**src/rtl/kwd_pkg.sv**
```systemverilog
package kwd_pkg;

    localparam int DATA_W = 32;
    localparam int ADDR_W = 3;
    localparam int N_POSTED = 4;

    localparam logic [ADDR_W-1:0] A_REV  = 3'd0;
    localparam logic [ADDR_W-1:0] A_CTRL = 3'd1;
    localparam logic [ADDR_W-1:0] A_CNT  = 3'd2;
    localparam logic [ADDR_W-1:0] A_LOAD = 3'd3;
    localparam logic [ADDR_W-1:0] A_TRIG = 3'd4;
    localparam logic [ADDR_W-1:0] A_KEY  = 3'd5;
    localparam logic [ADDR_W-1:0] A_PEND = 3'd6;

    localparam logic [15:0] KEY_ON_1  = 16'hBBBB;
    localparam logic [15:0] KEY_ON_2  = 16'h4444;
    localparam logic [15:0] KEY_OFF_1 = 16'hAAAA;
    localparam logic [15:0] KEY_OFF_2 = 16'h5555;

    localparam int CTRL_PRE_EN_BIT = 5;
    localparam int CTRL_PTV_LSB    = 2;
    localparam int PTV_W           = 3;

    typedef enum logic [1:0] {
        KS_IDLE    = 2'd0,
        KS_ARM_ON  = 2'd1,
        KS_ARM_OFF = 2'd2
    } key_state_e;

    // Posted slot index -> bus address
    function automatic logic [ADDR_W-1:0] slot_addr(input int idx);
        case (idx)
            0:       slot_addr = A_CTRL;
            1:       slot_addr = A_LOAD;
            2:       slot_addr = A_TRIG;
            default: slot_addr = A_KEY;
        endcase
    endfunction

    // Posted slot index -> bit in pending status word
    function automatic int slot_pend_bit(input int idx);
        case (idx)
            0:       slot_pend_bit = 0;
            1:       slot_pend_bit = 2;
            2:       slot_pend_bit = 3;
            default: slot_pend_bit = 4;
        endcase
    endfunction

endpackage

```
**src/rtl/kwd_posted.sv**
```systemverilog
module kwd_posted #(
    parameter int DW         = 32,
    parameter int PEND_TICKS = 3
) (
    input  logic          clk,
    input  logic          rst_n,
    input  logic          tick_i,
    input  logic          wr_i,
    input  logic [DW-1:0] wdata_i,
    output logic          pend_o,
    output logic          apply_o,
    output logic [DW-1:0] data_o
);
    localparam int CW = (PEND_TICKS > 1) ? $clog2(PEND_TICKS) : 1;
    localparam logic [CW-1:0] LAST = CW'(PEND_TICKS - 1);

    logic          pend_q;
    logic [CW-1:0] tcnt_q;
    logic [DW-1:0] data_q;
    logic          done;

    assign done    = pend_q && tick_i && (tcnt_q == LAST);
    assign pend_o  = pend_q;
    assign apply_o = done;
    assign data_o  = data_q;

    always_ff @(posedge clk) begin
        if (!rst_n) begin
            pend_q <= 1'b0;
            tcnt_q <= '0;
            data_q <= '0;
        end else if (!pend_q) begin
            if (wr_i) begin
                pend_q <= 1'b1;
                tcnt_q <= '0;
                data_q <= wdata_i;
            end
        end else if (tick_i) begin
            if (done) begin
                pend_q <= 1'b0;
                tcnt_q <= '0;
            end else begin
                tcnt_q <= tcnt_q + 1'b1;
            end
        end
    end

    AST_PEND_ON_WRITE: assert property (@(posedge clk) disable iff (!rst_n)
        (wr_i && !pend_q) |=> pend_q);
    AST_CLEAR_ON_TICK: assert property (@(posedge clk) disable iff (!rst_n)
        $fell(pend_q) |-> $past(tick_i));
    AST_DROP_BUSY_WRITE: assert property (@(posedge clk) disable iff (!rst_n)
        (wr_i && pend_q) |=> $stable(data_q));

endmodule

```
**src/rtl/kwd_keyseq.sv**
```systemverilog
module kwd_keyseq
    import kwd_pkg::*;
(
    input  logic        clk,
    input  logic        rst_n,
    input  logic        key_vld_i,
    input  logic [15:0] key_i,
    output logic        run_o
);
    key_state_e state_q, state_d;
    logic       run_q, run_d;

    // State register
    always_ff @(posedge clk) begin
        if (!rst_n) begin
            state_q <= KS_IDLE;
            run_q   <= 1'b0;
        end else begin
            state_q <= state_d;
            run_q   <= run_d;
        end
    end

    // Next state and run output
    always_comb begin
        state_d = state_q;
        run_d   = run_q;
        if (key_vld_i) begin
            unique case (state_q)
                KS_IDLE: begin
                    if (key_i == KEY_ON_1)       state_d = KS_ARM_ON;   // go_arm_on
                    else if (key_i == KEY_OFF_1) state_d = KS_ARM_OFF;  // go_arm_off
                    else                         state_d = KS_IDLE;
                end
                KS_ARM_ON: begin
                    state_d = KS_IDLE;
                    if (key_i == KEY_ON_2) run_d = 1'b1;                // start_done
                end
                KS_ARM_OFF: begin
                    state_d = KS_IDLE;
                    if (key_i == KEY_OFF_2) run_d = 1'b0;               // stop_done
                end
                default: state_d = KS_IDLE;
            endcase
        end
    end

    assign run_o = run_q;

    AST_RUN_ONLY_ON_KEY: assert property (@(posedge clk) disable iff (!rst_n)
        !key_vld_i |=> $stable(run_q));
    AST_ARM_RETURNS_IDLE: assert property (@(posedge clk) disable iff (!rst_n)
        (key_vld_i && state_q != KS_IDLE) |=> state_q == KS_IDLE);

endmodule

```
**src/rtl/kwd_counter.sv**
```systemverilog
module kwd_counter #(
    parameter int CNT_W = 32,
    parameter int PTV_W = 3
) (
    input  logic             clk,
    input  logic             rst_n,
    input  logic             tick_i,
    input  logic             run_i,
    input  logic             pre_en_i,
    input  logic [PTV_W-1:0] ptv_i,
    input  logic             reload_i,
    input  logic [CNT_W-1:0] load_i,
    output logic [CNT_W-1:0] cnt_o,
    output logic             wrap_o
);
    localparam int DIV_W = (1 << PTV_W) - 1;
    localparam logic [CNT_W-1:0] CNT_MAX = '1;

    logic [DIV_W-1:0] div_q;
    logic [DIV_W-1:0] div_lim;
    logic [CNT_W-1:0] cnt_q;
    logic             wrap_q;
    logic             step;
    logic             at_max;

    assign div_lim = DIV_W'((1 << ptv_i) - 1);
    assign step    = run_i && tick_i && (!pre_en_i || div_q == div_lim);
    assign at_max  = (cnt_q == CNT_MAX);

    always_ff @(posedge clk) begin
        if (!rst_n) begin
            div_q <= '0;
        end else if (!run_i || !pre_en_i) begin
            div_q <= '0;
        end else if (tick_i) begin
            div_q <= (div_q == div_lim) ? '0 : div_q + 1'b1;
        end
    end

    always_ff @(posedge clk) begin
        if (!rst_n) begin
            cnt_q  <= '0;
            wrap_q <= 1'b0;
        end else begin
            wrap_q <= 1'b0;
            if (reload_i) begin
                cnt_q <= load_i;
            end else if (step) begin
                if (at_max) begin
                    cnt_q  <= load_i;
                    wrap_q <= 1'b1;
                end else begin
                    cnt_q <= cnt_q + 1'b1;
                end
            end
        end
    end

    assign cnt_o  = cnt_q;
    assign wrap_o = wrap_q;

    AST_HOLD_STOPPED: assert property (@(posedge clk) disable iff (!rst_n)
        (!run_i && !reload_i) |=> $stable(cnt_q));
    AST_WRAP_RELOADS: assert property (@(posedge clk) disable iff (!rst_n)
        wrap_q |-> cnt_q == $past(load_i));
    AST_PLAIN_STEP: assert property (@(posedge clk) disable iff (!rst_n)
        (run_i && tick_i && !pre_en_i && !reload_i && !at_max)
            |=> cnt_q == $past(cnt_q) + 1'b1);

endmodule

```
**src/rtl/kwd_top.sv**
```systemverilog
module kwd_top
    import kwd_pkg::*;
#(
    parameter int          PEND_TICKS = 3,
    parameter logic [7:0]  REV        = 8'h21
) (
    input  logic              clk,
    input  logic              rst_n,
    input  logic              tick,
    input  logic              wr_en,
    input  logic [ADDR_W-1:0] addr,
    input  logic [DATA_W-1:0] wdata,
    output logic [DATA_W-1:0] rdata,
    output logic              wdog_rst
);
    localparam int S_CTRL = 0;
    localparam int S_LOAD = 1;
    localparam int S_TRIG = 2;
    localparam int S_KEY  = 3;

    logic [N_POSTED-1:0]             pend;
    logic [N_POSTED-1:0]             apply;
    logic [N_POSTED-1:0][DATA_W-1:0] shadow;
    logic [DATA_W-1:0]               pend_word;

    logic [DATA_W-1:0] ctrl_q, load_q, trig_last_q, cnt;
    logic              run, reload;

    // One posted-write slot per writable register
    for (genvar i = 0; i < N_POSTED; i++) begin : g_slot
        kwd_posted #(.DW(DATA_W), .PEND_TICKS(PEND_TICKS)) u_posted (
            .clk     (clk),
            .rst_n   (rst_n),
            .tick_i  (tick),
            .wr_i    (wr_en && (addr == slot_addr(i))),
            .wdata_i (wdata),
            .pend_o  (pend[i]),
            .apply_o (apply[i]),
            .data_o  (shadow[i])
        );
    end

    always_comb begin
        pend_word = '0;
        for (int i = 0; i < N_POSTED; i++) begin
            pend_word[slot_pend_bit(i)] = pend[i];
        end
    end

    // Applied register values
    always_ff @(posedge clk) begin
        if (!rst_n) begin
            ctrl_q      <= '0;
            load_q      <= '0;
            trig_last_q <= '0;
        end else begin
            if (apply[S_CTRL]) ctrl_q      <= shadow[S_CTRL];
            if (apply[S_LOAD]) load_q      <= shadow[S_LOAD];
            if (apply[S_TRIG]) trig_last_q <= shadow[S_TRIG];
        end
    end

    assign reload = apply[S_TRIG] && (shadow[S_TRIG] != trig_last_q);

    kwd_keyseq u_keyseq (
        .clk       (clk),
        .rst_n     (rst_n),
        .key_vld_i (apply[S_KEY]),
        .key_i     (shadow[S_KEY][15:0]),
        .run_o     (run)
    );

    kwd_counter #(.CNT_W(DATA_W), .PTV_W(PTV_W)) u_counter (
        .clk      (clk),
        .rst_n    (rst_n),
        .tick_i   (tick),
        .run_i    (run),
        .pre_en_i (ctrl_q[CTRL_PRE_EN_BIT]),
        .ptv_i    (ctrl_q[CTRL_PTV_LSB +: PTV_W]),
        .reload_i (reload),
        .load_i   (load_q),
        .cnt_o    (cnt),
        .wrap_o   (wdog_rst)
    );

    always_comb begin
        unique case (addr)
            A_REV:   rdata = {{(DATA_W-8){1'b0}}, REV};
            A_CTRL:  rdata = ctrl_q;
            A_CNT:   rdata = cnt;
            A_LOAD:  rdata = load_q;
            A_TRIG:  rdata = trig_last_q;
            A_KEY:   rdata = shadow[S_KEY];
            A_PEND:  rdata = pend_word;
            default: rdata = '0;
        endcase
    end

    AST_LOAD_ONLY_ON_APPLY: assert property (@(posedge clk) disable iff (!rst_n)
        !apply[S_LOAD] |=> $stable(load_q));
    AST_PULSE_WHILE_RUN: assert property (@(posedge clk) disable iff (!rst_n)
        $rose(wdog_rst) |-> $past(run));

endmodule

```
**config.mk**
```make
export PLATFORM = sky130hd
export DESIGN_NAME = kwd_top
export DESIGN_NICKNAME = d
export VERILOG_FILES = /design/src/rtl/kwd_pkg.sv /design/src/rtl/kwd_posted.sv /design/src/rtl/kwd_keyseq.sv /design/src/rtl/kwd_counter.sv /design/src/rtl/kwd_top.sv
export SDC_FILE = /design/constraint.sdc
export NUM_CORES = 1
export LEC_CHECK = 0
export BUFFER_PORTS_ARGS = -buffer_cell sky130_fd_sc_hd__buf_2
export CAP_MARGIN = 15
export CORE_MARGIN = 2
export CORE_UTILIZATION = 45
export DETAILED_ROUTE_END_ITERATION = 7
export PLACE_DENSITY = 0.67
export SETUP_SLACK_MARGIN = 0.15
export SLEW_MARGIN = 20
export SYNTH_ARGS = -nofsm -noshare
export SYNTH_HDL_FRONTEND = slang
export SYNTH_SLANG_ARGS = --single-unit
```
**constraint.sdc**
```tcl
create_clock -name clk -period 2.76 [get_ports clk]
set_input_delay 0.414 -clock clk [delete_from_list [all_inputs] [get_ports clk]]
set_output_delay 0.414 -clock clk [all_outputs]
set_load 0.005 [all_outputs]
```
==> results of run 1 <==
## tightest hold or removal path: cells and delay by family
| family | cells | cell delay, ns |
|---|---|---|
| compound gates | 1 | 0.05 |
| simple gates | 1 | 0.06 |
| buf+inv | 1 | 0.13 |
## state kept, by name (all words and copies together), names as in the netlist
| signal | flops |
|---|---|
| ctrl_q | 32 |
| g_slot.u_posted.data_o | 128 |
| g_slot.u_posted.pend_o | 4 |
| g_slot.u_posted.tcnt_q | 8 |
| load_q | 32 |
| trig_last_q | 32 |
| u_counter.cnt_o | 32 |
| u_counter.div_q | 7 |
| u_counter.wrap_o | 1 |
| u_keyseq.run_o | 1 |
| u_keyseq.state_q | 2 |
## repair_timing
action,in CTS,in global routing
endpoints found under the setup margin,15,8
resized for setup,2,1
buffers inserted,0,0
## how the worst max path moves through the flow
stage | start | end | slack [ns]
after detailed placement | trig_last_q[30] | u_counter.cnt_o[20] | -0.15
after floorplan | addr[1] | rdata[16] | 0.64
after global placement | trig_last_q[30] | u_counter.cnt_o[20] | -0.06
after CTS | ctrl_q[3] | u_counter.cnt_o[23] | 0.22
final | trig_last_q[30] | u_counter.cnt_o[19] | 0.24
after global routing | trig_last_q[30] | u_counter.cnt_o[20] | 0.16
## per-stage QoR
step	hold slack, ns	power, uW	setup slack, ns	instance area [um^2]	instances
2_1_floorplan	0.432	4420	0.643	12400	1613
3_3_place_gp	0.437	4620	-0.0615	13300	1971
3_5_place_dp	0.441	4620	-0.153	13300	1971
4_1_cts	0.119	8820	0.217	14300	2026
5_1_grt	0.132	9030	0.158	14300	2026
6_report	0.123	8810	0.240	14300	2026
## final cells by class
cell class / count / area [um^2]
Clock inverter: 12 / 166
Fill cell: 2582 / 12700
Inverter: 13 / 53.8
Clock buffer: 43 / 881
Multi-Input combinational cell: 1208 / 6350
Sequential cell: 279 / 5590
Timing Repair Buffer: 130 / 848
Tap cell: 341 / 427
## synth_stat cells, drive strengths merged (12+ instances only)
master,instances
a221oi,22
dfxtp,279
mux2i,44
nand4,22
inv,12
nor4,19
nor2,74
nand3,15
nor3,18
o22ai,15
xor2,38
a21oi,291
clkbuf,89
nand2,511
buf,24
o21ai,28
## per-layer routing
metal	part of all wire, %	vias up	GRT usage (%)
met5	0	-	0
li1	-	5673	-
met1	44	5660	40.2
met4	2.3	0	7.40
met2	43	566	42.8
met3	9.8	74	5.07
## kinds of logic (layout without fill, tap and decap cells)
family	Yosys count	in the layout	synth area share [%]
mux	45	45	3.64
simple gates	699	699	24.0
compound gates	417	417	19.7
flops	279	279	45.0
xor+xnor	42	42	2.96
fa+ha+maj	5	5	0.504
buf+inv	126	198	4.23
## power groups by stage
| stage | combinational, uW | sequential, uW | clock [uW] |
|---|---|---|---|
| detailed placement | 427 | 4190 | 0 |
| global placement | 429 | 4190 | 0 |
| CTS | 429 | 4100 | 4290 |
| finish | 438 | 4100 | 4270 |
| global route | 464 | 4110 | 4460 |
| floorplan | 237 | 4180 | 0 |
==> metrics, run 1 <==
Hold Path Class=in2reg; Die W=170 um; Final Setup Violations=0; Psw=2020 uW; Hold Startpoint=wdata[7]; setup TNS=0 ns; Synth cell types=70; final hold violations=0; clock sinks=279; slowest stage delay, CP=0.34 ns; initial antenna violation count=0; gpl congestion=0.913; warnings from Yosys=0; Final ANT Viol Nets=0; routed vias/inst=5.91; Avg WL per Cell=20.3 um; drt first-iter violations=1474; Yosys reg bits=279; Rows=60; vias in the first global route=10900; Core Footprint=27000 um^2; critical path's most frequent cell=buf_4; Remaining DRCs=0; top cell type's share of synthesized area=45.0%; Post-layout nets=1707; worst flop-to-flop path startpoint=trig_last_q[30]; Die Span Y=170 um; cells after synthesis=1613; Via Count=12000; die area=28900 um^2; Synth Flop Type=dfxtp_1; R2R cell count=9; Setup CP Type=reg2reg; Post-synth EDFFs=0; run status=complete, no violations; Reg2Reg Setup Slack=0.24 ns; pwr/cell area=615 nW/um^2; commonest non-fill, non-tap cell in the layout=nand2_1; register area share after synthesis=45.0%; CP required=3.21 ns; first-pass iteration count of the detailed router=6; CP Data Arrival Time=2.97 ns; MaxCap Viol Count=0; area leader, netlist=dfxtp_1; crit path cell chain=xor2_1 > nor4_2 > nand4_1 > o21ai_0 > buf_4 > nand2_1 > buf_4 > o31a_1 > o221a_1; Rel. slew slack=39.1%; clock buffer depth=3; DP Wirelength=28400 um; Area contributors post-synth=dfxtp_1, nand2_1, a21oi_1; crit path max fanout=11; Reg power frac=46.6%; count of pins over their slew limit=0; crit-path leading delay family=simple AND/OR/NAND/NOR gates; Worst Setup End Kind=register; Core Util, Final=53.0%; Int Pwr=6780 uW; final WL=41100 um; Mean Syn Cell Area=7.70 um^2; Fmax=397 MHz; Min-Delay Endpoint=g_slot[3].u_posted.data_o[7]; Antenna diodes=0; count of input and output buffers=71; minimum clock period=2.52 ns; instance count on the critical path=9; Worst setup SP type=register; Initial Utilization=45.9%; Clk network pwr share=48.4%; Net Sw Frac=23.0%; CTS buffer count=31; RSZ-0062 raised after global routing=false; largest net degree at the start of global routing=91; fin crit share=91.3%; Post-Syn Nets=1657; reg-to-reg endpoint=u_counter.cnt_o[19]; Tot GR Track Use=27.9%; area added between synthesis and finish=15.3%; first-pass GRT wire length=63000 um; fraction of layout cells with a size suffix above 1=12.4%; slowest cell on the critical path=dfxtp_1; Post-synth ARST share=0%; Worst VDD drop=0.000489 V; Tightest Pin Transition=0.910 ns; Pleak=0.00523 uW; WP buf/inv=2; Clk Latency, worst-skew pair=0.58 ns; Top Ports=72; most frequent cells in the layout=nand2_1, a21oi_1, dfxtp_1; cell area after synthesis=12400 um^2; root buffer cell=clkbuf_16; Hold Path Depth=3; Layout Skew=0.0191 ns; CTS Hold Bufs=0; CTS tree=yes; # H-tree levels=1; Clock Pin Slew Worst Setup and Hold Paths=0.06 ns; grt ovf=0; combinational share of power=5.0%
No activity file was read; power rests on OpenSTA's default activity.
==> run 2: changes to the inputs <==
CTS_BUF_LIST = sky130_fd_sc_hd__clkbuf_8   (was default)
==> run 2 against run 1 <==
Clock power shrank 11%; worst setup slack gained 0.015 ns; power shrank 5.1%; design area shrank 0.35%; clock skew grew 0.0050 ns; register-to-register slack gained 0.03 ns; combinational power is essentially flat; largest cell class unchanged.
==> metrics, run 2 (same netlist as run 1, synthesis figures left out) <==
post-route insts no fill=2061; # H-tree levels=2; crit-path leading delay family=simple AND/OR/NAND/NOR gates; max reg flops=128; fraction of layout cells with a size suffix above 1=13.4%; Fmax=399 MHz; Pleak=0.00531 uW; area added between synthesis and finish=14.9%; drt first-iter violations=1609; clock buffer depth=3; Clk Latency, worst-skew pair=0.58 ns; run status=complete, no violations; Die Span Y=170 um; final WL=41000 um; final hold violations=0; Rel. slew slack=39.3%; Power, Total=8360 uW; largest net degree at the start of global routing=91; Setup CP Type=in2out; Post-layout nets=1725; vias in the first global route=11000; CTS buffer count=49; Placed Area=13300 um^2; Finished Cell Area=14300 um^2; WP buf/inv=3; gpl congestion=0.913; first-pass GRT wire length=63000 um; Via Count=12100; MaxCap Viol Count=0; CP Data Arrival Time=2.09 ns; RSZ-0062 raised after global routing=false; Tot GR Track Use=28.0%; CTS Hold Bufs=0; Remaining DRCs=0; Avg WL per Cell=19.9 um; Die W=170 um; slowest stage delay, CP=0.70 ns; crit path cell chain=buf_2 > inv_1 > nand2_1 > nor2_1 > a221o_1 > buf_2; DP Wirelength=28400 um; pwr/cell area=586 nW/um^2; Top Ports=72; crit path max fanout=10; root buffer cell=clkbuf_8; commonest non-fill, non-tap cell in the layout=nand2_1; Core Util, Final=52.8%; Final Setup Violations=0; Worst Setup End Kind=output pin; Clock Pin Slew Worst Setup and Hold Paths=0.06 ns; critical path's most frequent cell=buf_2; Tightest Pin Transition=0.907 ns; slowest cell on the critical path=nor2_1; die area=28900 um^2; Initial Utilization=45.9%; initial antenna violation count=1; Final ANT Viol Nets=0; FILL cells=2632; setup TNS=0 ns; minimum clock period=2.51 ns; clock sinks=279; CTS tree=yes; count of input and output buffers=71; sequential cell area=5590 um^2; most frequent cells in the layout=nand2_1, a21oi_1, dfxtp_1; count of pins over their slew limit=0; fin crit share=90.8%; CP required=2.35 ns; Worst VDD drop=0.000388 V; Layout Skew=0.0240 ns; Antenna diodes=0; Worst setup SP type=primary input; routed vias/inst=5.86; Core Footprint=27000 um^2; Hold Path Class=in2reg; placed insts=1971; first-pass iteration count of the detailed router=6; area occupied by multi-input gates=6350 um^2; grt ovf=0; Rows=60
==> run 2: area by class of cell <==
type | instances | share of cell area, %
multi-input cells | 1208 | 44.5
clock inverters | 29 | 1.09
clock buffers | 61 | 5.89
flip-flops and latches | 279 | 39.2
inverters | 13 | 0.377
repair buffers | 130 | 5.95
well taps | 341 | 2.99
==> run 2: metrics by stage <==
| stage | hold slack, ns | setup slack [ns] |
|---|---|---|
| final | 0.110 | 0.255 |
| after global routing | 0.111 | 0.158 |
| after CTS | 0.0901 | 0.212 |
| after detailed placement | 0.441 | -0.153 |
| after global placement | 0.437 | -0.0615 |
| after floorplan | 0.432 | 0.643 |
==> run 2: where the power goes <==
group | switching (uW) | leakage, uW | internal (uW)
logic | 309 | 0.00247 | 129
registers | 32.0 | 0.00225 | 4070
clock network | 1720 | 0.000593 | 2090
total | 2060 | 0.00531 | 6290
==> run 2: worst paths after layout <==
kind,cells after the start,slack [ns],startpoint,endpoint
setup / recovery,6,0.25,addr[1],rdata[31]
hold / removal,3,0.11,wdata[14],g_slot[0].u_posted.data_o[14]
setup reg to reg,7,0.27,trig_last_q[30],u_counter.cnt_o[20]
hold reg to reg,2,0.45,g_slot[0].u_posted.data_o[3],ctrl_q[3]
==> run 2: metal layers <==
metal | track usage [%] | wire length [um]
met1 | 40.1 | 18200
met2 | 42.7 | 18000
met4 | 7.25 | 801
met5 | 0 | 0
met3 | 5.79 | 4010
==> run 2: timing repair <==
action | CTS | global route
setup buffers | 0 | 0
gates resized for setup | 2 | 2
endpoints found under the hold margin | 0 | 0
pin swaps | 0 | 1
endpoints found under the setup margin | 15 | 8
==> run 2: worst reg2reg max path: cells and delay by family (launching register included) <==
kind	cells	cell delay, ns
compound gates	3	0.72
xor+xnor	1	0.18
flops	1	0.34
simple gates	3	1.13
